--- config.mk ---
export PLATFORM = sky130hd
export DESIGN_NAME = twr_reg_slave
export DESIGN_NICKNAME = d
export VERILOG_FILES = /design/src/rtl/twr_pkg.sv /design/src/rtl/twr_sync.sv /design/src/rtl/twr_line_filter.sv /design/src/rtl/twr_cond_detect.sv /design/src/rtl/twr_fsm.sv /design/src/rtl/twr_reg_slave.sv
export SDC_FILE = /design/constraint.sdc
export NUM_CORES = 1
export LEC_CHECK = 0
export BUFFER_PORTS_ARGS = -buffer_cell sky130_fd_sc_hd__buf_2
export CORE_MARGIN = 2
export CORE_UTILIZATION = 28
export CTS_CLUSTER_DIAMETER = 150
export CTS_CLUSTER_SIZE = 8
export DETAILED_ROUTE_END_ITERATION = 10
export GPL_ROUTABILITY_DRIVEN = 0
export PLACE_DENSITY_LB_ADDON = 0.12
export SLEW_MARGIN = 25
export SYNTH_ARGS = -nofsm -noshare
export SYNTH_HDL_FRONTEND = slang
export SYNTH_SLANG_ARGS = --single-unit
--- constraint.sdc ---
create_clock -name clk -period 3.1 [get_ports clk]
set_clock_uncertainty 0.15 [all_clocks]
set_input_delay 0.62 -clock clk [delete_from_list [all_inputs] [get_ports clk]]
set_output_delay 0.62 -clock clk [all_outputs]
set_load 0.005 [all_outputs]
--- src/rtl/twr_pkg.sv ---
package twr_pkg;

   localparam logic [5:0] DEV_PREFIX = 6'b100110;

   typedef enum logic [2:0] {
      ST_IDLE,
      ST_ADDR,
      ST_ACK_A,
      ST_WR,
      ST_ACK_W,
      ST_RD,
      ST_RD_ACK,
      ST_WAIT
   } twr_state_e;

endpackage

--- src/rtl/twr_sync.sv ---
module twr_sync #(
   parameter int STAGES = 2
) (
   input  logic clk,
   input  logic rst_n,
   input  logic d,
   output logic q
);
   logic [STAGES-1:0] ff;

   always_ff @(posedge clk or negedge rst_n) begin
      if (!rst_n) ff <= '1;
      else        ff <= {ff[STAGES-2:0], d};
   end

   assign q = ff[STAGES-1];
endmodule

--- src/rtl/twr_line_filter.sv ---
module twr_line_filter #(
   parameter int FILT_LEN = 3
) (
   input  logic clk,
   input  logic rst_n,
   input  logic scl_s,
   input  logic sda_s,
   output logic scl_f,
   output logic sda_f
);
   localparam int CW = (FILT_LEN < 2) ? 1 : $clog2(FILT_LEN);

   logic [CW-1:0] cnt;

   // SCL must differ from the filtered level for FILT_LEN clocks in a row
   always_ff @(posedge clk or negedge rst_n) begin
      if (!rst_n) begin
         scl_f <= 1'b1;
         cnt   <= '0;
      end else if (scl_s != scl_f) begin
         if (cnt == CW'(FILT_LEN - 1)) begin
            scl_f <= scl_s;
            cnt   <= '0;
         end else begin
            cnt <= cnt + 1'b1;
         end
      end else begin
         cnt <= '0;
      end
   end

   // SDA delayed by the same number of clocks
   generate
      if (FILT_LEN == 1) begin : g_dly_one
         always_ff @(posedge clk or negedge rst_n) begin
            if (!rst_n) sda_f <= 1'b1;
            else        sda_f <= sda_s;
         end
      end else begin : g_dly_line
         logic [FILT_LEN-1:0] dly;
         always_ff @(posedge clk or negedge rst_n) begin
            if (!rst_n) dly <= '1;
            else        dly <= {dly[FILT_LEN-2:0], sda_s};
         end
         assign sda_f = dly[FILT_LEN-1];
      end
   endgenerate

   generate
      if (FILT_LEN >= 2) begin : g_chk
         // the filtered clock moves only after the input held the new level
         a_r8_filter_hold: assert property (@(posedge clk) disable iff (!rst_n)
            (scl_f != $past(scl_f)) |-> (($past(scl_s) == scl_f) && ($past(scl_s, 2) == scl_f)));
      end
   endgenerate
endmodule

--- src/rtl/twr_cond_detect.sv ---
module twr_cond_detect (
   input  logic clk,
   input  logic rst_n,
   input  logic scl_f,
   input  logic sda_f,
   output logic scl_rise,
   output logic scl_fall,
   output logic start_det,
   output logic stop_det
);
   logic scl_q, sda_q;

   always_ff @(posedge clk or negedge rst_n) begin
      if (!rst_n) begin
         scl_q <= 1'b1;
         sda_q <= 1'b1;
      end else begin
         scl_q <= scl_f;
         sda_q <= sda_f;
      end
   end

   assign scl_rise  =  scl_f & ~scl_q;
   assign scl_fall  = ~scl_f &  scl_q;
   assign start_det =  scl_f &  scl_q &  sda_q & ~sda_f;
   assign stop_det  =  scl_f &  scl_q & ~sda_q &  sda_f;
endmodule

--- src/rtl/twr_fsm.sv ---
module twr_fsm
   import twr_pkg::*;
#(
   parameter int PTR_W = 8
) (
   input  logic             clk,
   input  logic             rst_n,
   input  logic             scl_rise,
   input  logic             scl_fall,
   input  logic             start_det,
   input  logic             stop_det,
   input  logic             sda_f,
   input  logic             addr_strap,
   input  logic [7:0]       reg_rd_data,
   output logic             sda_oe,
   output logic             reg_wr_en,
   output logic [PTR_W-1:0] reg_wr_addr,
   output logic [7:0]       reg_wr_data,
   output logic [PTR_W-1:0] reg_rd_addr
);
   localparam logic [3:0] LAST_BIT = 4'd8;

   twr_state_e       state;
   logic [3:0]       bitcnt;
   logic [7:0]       shreg;
   logic             rw;
   logic             first;
   logic             ack_seen;
   logic [PTR_W-1:0] ptr;

   always_ff @(posedge clk or negedge rst_n) begin
      if (!rst_n) begin
         state       <= ST_IDLE;
         bitcnt      <= '0;
         shreg       <= '0;
         rw          <= 1'b0;
         first       <= 1'b0;
         ack_seen    <= 1'b0;
         ptr         <= '0;
         sda_oe      <= 1'b0;
         reg_wr_en   <= 1'b0;
         reg_wr_addr <= '0;
         reg_wr_data <= '0;
      end else begin
         reg_wr_en <= 1'b0;
         if (start_det) begin
            state  <= ST_ADDR;
            bitcnt <= '0;
            sda_oe <= 1'b0;
         end else if (stop_det) begin
            state  <= ST_IDLE;
            sda_oe <= 1'b0;
         end else begin
            unique case (state)
               ST_ADDR: begin
                  if (scl_rise && bitcnt != LAST_BIT) begin
                     shreg  <= {shreg[6:0], sda_f};
                     bitcnt <= bitcnt + 4'd1;
                  end else if (scl_fall && bitcnt == LAST_BIT) begin
                     if (shreg[7:1] == {DEV_PREFIX, addr_strap}) begin
                        sda_oe <= 1'b1;
                        rw     <= shreg[0];
                        state  <= ST_ACK_A;
                     end else begin
                        state <= ST_IDLE;
                     end
                  end
               end
               ST_ACK_A: begin
                  if (scl_fall) begin
                     bitcnt <= '0;
                     if (rw) begin
                        shreg  <= reg_rd_data;
                        sda_oe <= ~reg_rd_data[7];
                        state  <= ST_RD;
                     end else begin
                        sda_oe <= 1'b0;
                        first  <= 1'b1;
                        state  <= ST_WR;
                     end
                  end
               end
               ST_WR: begin
                  if (scl_rise && bitcnt != LAST_BIT) begin
                     shreg  <= {shreg[6:0], sda_f};
                     bitcnt <= bitcnt + 4'd1;
                  end else if (scl_fall && bitcnt == LAST_BIT) begin
                     sda_oe <= 1'b1;
                     state  <= ST_ACK_W;
                     if (first) begin
                        ptr   <= shreg[PTR_W-1:0];
                        first <= 1'b0;
                     end else begin
                        reg_wr_en   <= 1'b1;
                        reg_wr_addr <= ptr;
                        reg_wr_data <= shreg;
                        ptr         <= ptr + 1'b1;
                     end
                  end
               end
               ST_ACK_W: begin
                  if (scl_fall) begin
                     sda_oe <= 1'b0;
                     bitcnt <= '0;
                     state  <= ST_WR;
                  end
               end
               ST_RD: begin
                  if (scl_rise && bitcnt != LAST_BIT) begin
                     bitcnt <= bitcnt + 4'd1;
                  end else if (scl_fall) begin
                     if (bitcnt == LAST_BIT) begin
                        sda_oe <= 1'b0;
                        ptr    <= ptr + 1'b1;
                        state  <= ST_RD_ACK;
                     end else begin
                        shreg  <= {shreg[6:0], 1'b0};
                        sda_oe <= ~shreg[6];
                     end
                  end
               end
               ST_RD_ACK: begin
                  if (scl_rise) begin
                     ack_seen <= ~sda_f;
                  end else if (scl_fall) begin
                     if (ack_seen) begin
                        shreg  <= reg_rd_data;
                        sda_oe <= ~reg_rd_data[7];
                        bitcnt <= '0;
                        state  <= ST_RD;
                     end else begin
                        sda_oe <= 1'b0;
                        state  <= ST_WAIT;
                     end
                  end
               end
               default: ;
            endcase
         end
      end
   end

   assign reg_rd_addr = ptr;

   // an idle slave never holds the data line
   a_r10_idle_released: assert property (@(posedge clk) disable iff (!rst_n)
      (state == ST_IDLE) |-> !sda_oe);

   // write strobe lasts a single cycle
   a_r4_strobe_single: assert property (@(posedge clk) disable iff (!rst_n)
      reg_wr_en |=> !reg_wr_en);

   // every committed byte is acknowledged on the bus
   a_r4_strobe_acked: assert property (@(posedge clk) disable iff (!rst_n)
      reg_wr_en |-> sda_oe);

   // the pointer has stepped past the written register, wrapping at the top
   a_r7_ptr_step: assert property (@(posedge clk) disable iff (!rst_n)
      reg_wr_en |-> (reg_rd_addr == PTR_W'(reg_wr_addr + 1'b1)));
endmodule

--- src/rtl/twr_reg_slave.sv ---
module twr_reg_slave #(
   parameter int SYNC_STAGES = 2,
   parameter int FILT_LEN    = 3,
   parameter int PTR_W       = 8
) (
   input  logic             clk,
   input  logic             rst_n,
   input  logic             scl_i,
   input  logic             sda_i,
   output logic             sda_oe,
   input  logic             addr_strap,
   output logic             reg_wr_en,
   output logic [PTR_W-1:0] reg_wr_addr,
   output logic [7:0]       reg_wr_data,
   output logic [PTR_W-1:0] reg_rd_addr,
   input  logic [7:0]       reg_rd_data
);
   generate
      if (SYNC_STAGES < 2) begin : g_bad_sync
         $error("twr_reg_slave: SYNC_STAGES must be at least 2");
      end
      if (FILT_LEN < 1) begin : g_bad_filt
         $error("twr_reg_slave: FILT_LEN must be at least 1");
      end
      if (PTR_W < 1 || PTR_W > 8) begin : g_bad_ptr
         $error("twr_reg_slave: PTR_W must lie in 1..8");
      end
   endgenerate

   logic scl_s, sda_s, scl_f, sda_f;
   logic scl_rise, scl_fall, start_det, stop_det;

   twr_sync #(.STAGES(SYNC_STAGES)) i_sync_scl (
      .clk(clk), .rst_n(rst_n), .d(scl_i), .q(scl_s));

   twr_sync #(.STAGES(SYNC_STAGES)) i_sync_sda (
      .clk(clk), .rst_n(rst_n), .d(sda_i), .q(sda_s));

   twr_line_filter #(.FILT_LEN(FILT_LEN)) i_filter (
      .clk(clk), .rst_n(rst_n), .scl_s(scl_s), .sda_s(sda_s),
      .scl_f(scl_f), .sda_f(sda_f));

   twr_cond_detect i_cond (
      .clk(clk), .rst_n(rst_n), .scl_f(scl_f), .sda_f(sda_f),
      .scl_rise(scl_rise), .scl_fall(scl_fall),
      .start_det(start_det), .stop_det(stop_det));

   twr_fsm #(.PTR_W(PTR_W)) i_fsm (
      .clk(clk), .rst_n(rst_n),
      .scl_rise(scl_rise), .scl_fall(scl_fall),
      .start_det(start_det), .stop_det(stop_det),
      .sda_f(sda_f), .addr_strap(addr_strap),
      .reg_rd_data(reg_rd_data), .sda_oe(sda_oe),
      .reg_wr_en(reg_wr_en), .reg_wr_addr(reg_wr_addr),
      .reg_wr_data(reg_wr_data), .reg_rd_addr(reg_rd_addr));

   // the data line moves only while the filtered clock is low, or on START/STOP
   a_r9_oe_on_low: assert property (@(posedge clk) disable iff (!rst_n)
      (sda_oe != $past(sda_oe)) |-> (!scl_f || $past(start_det || stop_det)));
endmodule

==> flow_metrics.py, run 1 <==
metrics = {
    "clock_tree": {
        "clk-insertion-delay-late_ns": 0.31,
        "cts_tree": "built",
        "cts_hold_buf": 0,
        "numCtsBuffers": 5,
        "path_clk_slew_ns": 0.10,
        "cts-root-buf": "clkbuf_8",
        "cts_max_level": 2,
        "post_cts_buffers": 0,
        "cts_sinks": 56,
        "cts_resized": 0,
        "cts_buffer_depth": 2,
    },
    "critical_path": {
        "crit_path_max_fanout": 17,
        "r2r_cells": 4,
        "r2r_setup_slack_ns": 0.70,
        "required_ns": 3.15,
        "cp_cell_sequence": "and2_1 -> a2111oi_0 -> a211oi_1 -> a221o_1",
        "cp-end-kind": "flip-flop",
        "startpoint_type": "flip-flop",
        "cp_slowest_cell": "a2111oi_0",
        "worst_ep_arrival_time_ns": 2.45,
        "r2r_start": "i_fsm.state[2]",
        "worstReg2RegEnd": "i_fsm.bitcnt[2]",
        "worst_path_largest_cell_delay_ns": 0.67,
        "critPathKind": "reg -> reg",
    },
    "power": {
        "pwr-share-seq_pct": 54.9,
        "peakVddDrop_uv": 250,
        "switching_share_pct": 32.2,
        "power.leakage_nw": 1.53,
        "fin_total_pwr_w": 0.00182,
        "clkPwrFrac_pct": 23.4,
        "power_density_nw_per_um2": 561,
        "p_comb_share_pct": 21.7,
        "internal_power_w": 0.00124,
        "p_switching_w": 0.000586,
    },
    "die": {
        "start_util_pct": 29.1,
        "fp.dieH_microns": 105,
        "fp-row-count": 36,
        "design.core.area_sq_um": 9860,
        "dieArea_sq_um": 11100,
        "dieWidth_microns": 105,
        "num_io_pins": 39,
    },
    "synthesis": {
        "synth-edff-count": 0,
        "ys_ff_latch": 56,
        "yosys.area.top_type_share_pct": 40.1,
        "ys_types": 57,
        "syn_inst": 242,
        "synthFlopType": "dfrtp_1",
        "ys_warn_count": 0,
        "ys_seq_area_share_pct": 49.3,
        "syn-cell-area_sq_um": 2870,
        "yosys-top-cells-area": "dfrtp_1, mux2_2, dfstp_2, mux2_4, o21ai_0",
        "syn_nets": 258,
        "avgSynthCellArea_sq_um": 11.9,
        "async_flop_share_pct": 100,
        "yosys.area.top_type": "dfrtp_1",
    },
    "global_routing": {
        "gr-total-overflow": 0,
        "grt_pass1_vias": 1988,
        "grt_first_pass_wirelength_microns": 10600,
        "grtUsageTotal_pct": 12.1,
        "grt_max_degree": 24,
        "antenna_found_initial": 0,
    },
    "routing": {
        "wire_per_inst_microns": 15.6,
        "ant_nets": 0,
        "via_count": 1972,
        "drtIter0Drc": 79,
        "first_pass_iters": 4,
        "drc": 0,
        "viasPerCell": 4.79,
        "drt-total-wl_microns": 6410,
    },
    "final_layout": {
        "fin_cells": 412,
        "fill_cells": 1014,
        "area.sequential_sq_um": 1410,
        "final_net_count": 294,
        "layout_common_cells": "dfrtp_1, buf_2, mux2_2",
        "antenna_cells": 0,
        "layout-drive-gt1-share_pct": 36.9,
        "layout_commonest_cell": "dfrtp_1",
        "multi_input_area_sq_um": 1320,
        "area_delta_synth_final_pct": 13.3,
    },
    "sta": {
        "clock.fmax_mhz": 417,
        "slew_viol_final": 0,
        "finalSetupViolCount": 0,
        "hold_violations": 0,
        "max_slew.worst_pin.slew_ns": 0.684,
        "rsz0062_at_grt": "no",
        "slew_headroom_pct": 53.2,
        "fin_tns_setup_ns": 0,
        "fin_crit_ns": 2.40,
        "min_period_over_period_pct": 77.4,
    },
    "outcome": {
        "status": "finished clean",
    },
    "placed_design": {
        "place_inst": 404,
        "port_buffers": 38,
        "dp_hpwl_microns": 4510,
    },
    "flow_run": {
        "cap_violations": 0,
    },
    "hold_path": {
        "min_path_type": "in -> async",
    },
}
-- per-layer routing --
layer	wire length, microns	part of all wire (%)	global-route usage (%)	vias to the layer above
met5	0	0	0	-
met4	116	1.8	4.57	0
met3	210	3.3	2.62	8
met2	2740	43	17.1	39
met1	3350	52	17.8	974
li1	-	-	-	951
-- how the worst max path moves through the flow --
stage,endpoint,depth (start not counted),startpoint,slack (ns)
after floorplan,i_fsm.reg_wr_addr[0],9,i_fsm.bitcnt[0],0.93
after global placement,i_fsm.reg_wr_data[5],7,i_fsm.bitcnt[0],0.71
after detailed placement,i_fsm.shreg[2],4,i_cond.scl_q,0.68
after CTS,i_fsm.shreg[2],4,i_cond.scl_q,0.66
after global routing,i_fsm.shreg[4],4,i_fsm.state[0],0.50
final,i_fsm.bitcnt[2],4,i_fsm.state[2],0.70
-- layout make-up --
type | instances | area share, %
clock buffers | 7 | 2.66
repair buffers | 42 | 6.78
inverters | 9 | 1.04
multi-input cells | 164 | 40.6
flip-flops and latches | 56 | 43.5
clock inverters | 1 | 0.231
well taps | 133 | 5.12
-- power by group through the flow --
stage,combinational (W),sequential [W],clock (W)
after floorplan,0.000355,0.000935,0
after global placement,0.000396,0.00101,0
after detailed placement,0.000400,0.00102,0
after CTS,0.000402,0.00100,0.000452
after global routing,0.000436,0.00102,0.000482
final,0.000395,0.00100,0.000427
-- state kept, by name, summed over array words and instances (netlist names) --
name                     flops
i_sync_scl.ff                2
i_fsm.reg_wr_data            8
i_filter.cnt                 2
i_cond.scl_q                 1
i_fsm.state                  3
i_fsm.reg_wr_addr            8
i_fsm.reg_wr_en              1
i_filter.scl_f               1
i_fsm.reg_rd_addr            8
i_fsm.sda_oe                 1
i_fsm.first                  1
i_fsm.shreg                  8
i_cond.sda_q                 1
i_fsm.ack_seen               1
i_fsm.rw                     1
i_fsm.bitcnt                 4
i_filter.g_dly_line.dly      3
i_sync_sda.ff                2
-- cells in the mapped netlist (2+ instances only) --
| master | count |
|---|---|
| a31oi_1 | 3 |
| buf_2 | 4 |
| nor2b_1 | 3 |
| and2_1 | 3 |
| mux2i_1 | 6 |
| o21ai_0 | 14 |
| nand4b_1 | 2 |
| mux2_2 | 26 |
| dfstp_2 | 10 |
| inv_1 | 9 |
| nand2_1 | 14 |
| ha_1 | 3 |
| nand4_1 | 4 |
| clkbuf_1 | 4 |
| a21oi_1 | 8 |
| nor2_1 | 6 |
| a22oi_1 | 4 |
| and3_1 | 3 |
| and3b_1 | 2 |
| buf_6 | 4 |
| nor3_1 | 4 |
| nor4bb_1 | 2 |
| o22ai_1 | 2 |
| a22o_1 | 3 |
| nand3_1 | 6 |
| dfrtp_1 | 46 |
| and2b_1 | 2 |
| nand3b_1 | 2 |
| mux2_4 | 9 |
| xnor2_1 | 4 |
| o31ai_1 | 2 |
| nand2b_1 | 3 |
-- through the flow --
| stage | util (%) | area (sq um) | hold WS, ns | setup WS (ns) |
|---|---|---|---|---|
| 3_3_place_gp | 32.0 | 3150 | 0.196 | 0.711 |
| 6_report | 32.9 | 3250 | 0.125 | 0.701 |
| 4_1_cts | 32.9 | 3250 | 0.133 | 0.662 |
| 2_1_floorplan | - | 2870 | 0.174 | 0.929 |
| 3_5_place_dp | 32.0 | 3150 | 0.198 | 0.679 |
| 5_1_grt | 32.9 | 3250 | 0.148 | 0.501 |
-- critical path, delay by kind of cell, from the launching register on --
family	cells	cell delay, ns
DFF	1	0.60
and+or+nand+nor	1	0.28
AOI/OAI and AO/OA	3	1.27
-- cell families (layout without fill, tap and decap cells) --
kind of cell	after synthesis	count (layout)	share of synthesized area (%)
muxes	41	41	17.0
and+or+nand+nor	68	68	15.4
AOI/OAI and AO/OA	47	47	10.8
DFF	56	56	49.3
adders and majority gates	3	3	1.31
buffers and inverters	22	59	4.67
xor gates and xnor gates	5	5	1.53
(Power assumes the default switching activity.)
==> inputs of run 2 (changes only) <==
==> constraint.sdc (replaced) <==
create_clock -name clk -period 2 [get_ports clk]
set_clock_uncertainty 0.15 [all_clocks]
set_input_delay 0.4 -clock clk [delete_from_list [all_inputs] [get_ports clk]]
set_output_delay 0.4 -clock clk [all_outputs]
set_load 0.005 [all_outputs]
==> flow_metrics.py, run 2 (synthesis gave the netlist of run 1 again) <==
metrics = {
    "outcome": {
        "status": "finished with violations",
        "violations": "setup timing",
    },
    "final_layout": {
        "fill_cells": 991,
        "multi_input_area_sq_um": 1440,
        "layout_commonest_cell": "dfrtp_1",
        "antenna_cells": 0,
        "area_delta_synth_final_pct": 32.6,
        "final_net_count": 340,
        "layout-drive-gt1-share_pct": 50.2,
        "layout_common_cells": "dfrtp_1, buf_4, buf_2",
        "area.sequential_sq_um": 1420,
    },
    "global_routing": {
        "grt_pass1_vias": 2227,
        "grt_max_degree": 57,
        "grtUsageTotal_pct": 13.0,
        "antenna_found_initial": 0,
        "gr-total-overflow": 0,
        "grt_first_pass_wirelength_microns": 11600,
    },
    "clock_tree": {
        "clk-insertion-delay-late_ns": 0.31,
        "cts-root-buf": "clkbuf_8",
        "numCtsBuffers": 5,
        "cts_max_level": 2,
        "cts_tree": "built",
        "path_clk_slew_ns": 0.10,
        "cts_buffer_depth": 2,
        "cts_sinks": 56,
    },
    "placed_design": {
        "port_buffers": 38,
        "dp_hpwl_microns": 4910,
    },
    "routing": {
        "via_count": 2144,
        "wire_per_inst_microns": 15.4,
        "drtIter0Drc": 64,
        "first_pass_iters": 4,
        "viasPerCell": 4.68,
        "drt-total-wl_microns": 7050,
        "drc": 0,
        "ant_nets": 0,
    },
    "sta": {
        "fin_hold_ws_ns": 0.0287,
        "clock.fmax_mhz": 483,
        "setup_ws_ns": -0.0697,
        "fin_tns_setup_ns": -0.730,
        "rsz0062_at_grt": "yes",
        "max_slew.worst_pin.slew_ns": 0.431,
        "min_period_over_period_pct": 103,
        "hold_violations": 0,
        "slew_viol_final": 0,
        "fin_crit_ns": 2.07,
        "slew_headroom_pct": 70.9,
        "finalSetupViolCount": 16,
    },
    "power": {
        "power.leakage_nw": 1.83,
        "peakVddDrop_uv": 386,
        "power_density_nw_per_um2": 891,
    },
    "critical_path": {
        "critPathKind": "reg -> reg",
        "worst_ep_arrival_time_ns": 2.12,
        "crit_path_max_fanout": 8,
        "cp-end-kind": "flip-flop",
        "startpoint_type": "flip-flop",
        "required_ns": 2.05,
    },
    "die": {
        "fp-row-count": 36,
        "fp.dieH_microns": 105,
        "start_util_pct": 29.1,
        "dieArea_sq_um": 11100,
        "design.core.area_sq_um": 9860,
        "dieWidth_microns": 105,
        "num_io_pins": 39,
    },
    "hold_path": {
        "min_path_type": "in -> reg",
    },
    "flow_run": {
        "cap_violations": 0,
    },
}
-- run 2: repair_timing --
action | 4_1_cts | 5_1_grt
buffers inserted | 2 | 5
pin swaps | 3 | 7
endpoints found under the setup margin | 29 | 35
gates cloned | 0 | 1
endpoints found under the hold margin | 46 | 1
resized for setup | 20 | 16
hold buffers | 1 | 1
-- run 2: cell type report --
type | instances | share of cell area, %
clock buffer | 6 | 1.91
clock inverter | 2 | 1.02
inverter | 9 | 0.888
multi-input combinational | 164 | 37.9
sequential | 56 | 37.2
tap | 133 | 4.38
timing repair buffer | 88 | 16.7
-- run 2: path summary, 6_finish.rpt --
path                                        from                         end  slack [ns]  cells past startpoint
worst max-delay path             i_fsm.bitcnt[1]        i_fsm.reg_wr_data[7]       -0.07                      7
worst min-delay path                       scl_i            i_sync_scl.ff[0]        0.03                      1
worst max register to register   i_fsm.bitcnt[1]        i_fsm.reg_wr_data[7]       -0.07                      7
worst min register to register  i_sync_sda.ff[1]  i_filter.g_dly_line.dly[0]        0.21                      0
max in group asynchronous                  rst_n                i_cond.sda_q        0.93                      3
min in group asynchronous                  rst_n        i_fsm.reg_rd_addr[7]        0.45                      3
-- run 2: metal layers --
| metal | vias up | global-route usage, % | wire, microns |
|---|---|---|---|
| li1 | 1046 | - | - |
| met1 | 1068 | 19.6 | 3700 |
| met2 | 28 | 19.2 | 3170 |
| met3 | 2 | 2.37 | 153 |
| met4 | 0 | 2.86 | 30 |
| met5 | - | 0 | 0 |
-- run 2: critical path, cell delays in order, from the launching register on --
cell and delay, ns:
dfrtp_1 0.40, inv_2 0.07, ha_4 0.13, and3b_2 0.22, nand3_4 0.07, or3b_4 0.45
buf_8 0.17, mux2_4 0.29
-- run 2: metrics by stage --
step           cell area, sq um  worst slack (ns)  instances  utilization (%)  total power (W)
2_1_floorplan              2870            -0.141        242                -          0.00200
3_3_place_gp               3450            -0.225        440             35.0          0.00243
3_5_place_dp               3450            -0.228        440             35.0          0.00244
4_1_cts                    3660           -0.0841        451             37.1          0.00338
5_1_grt                    3800            -0.131        458             38.6          0.00361
6_report                   3800           -0.0697        458             38.6          0.00339
-- run 2: power by group --
part	leakage, nW	total, W	switching [W]	internal [W]
Combinational	1.05	0.00115	0.000478	0.000667
Sequential	0.726	0.00147	0.000168	0.00130
Clock	0.0558	0.000772	0.000393	0.000380
Total	1.83	0.00339	0.00104	0.00235
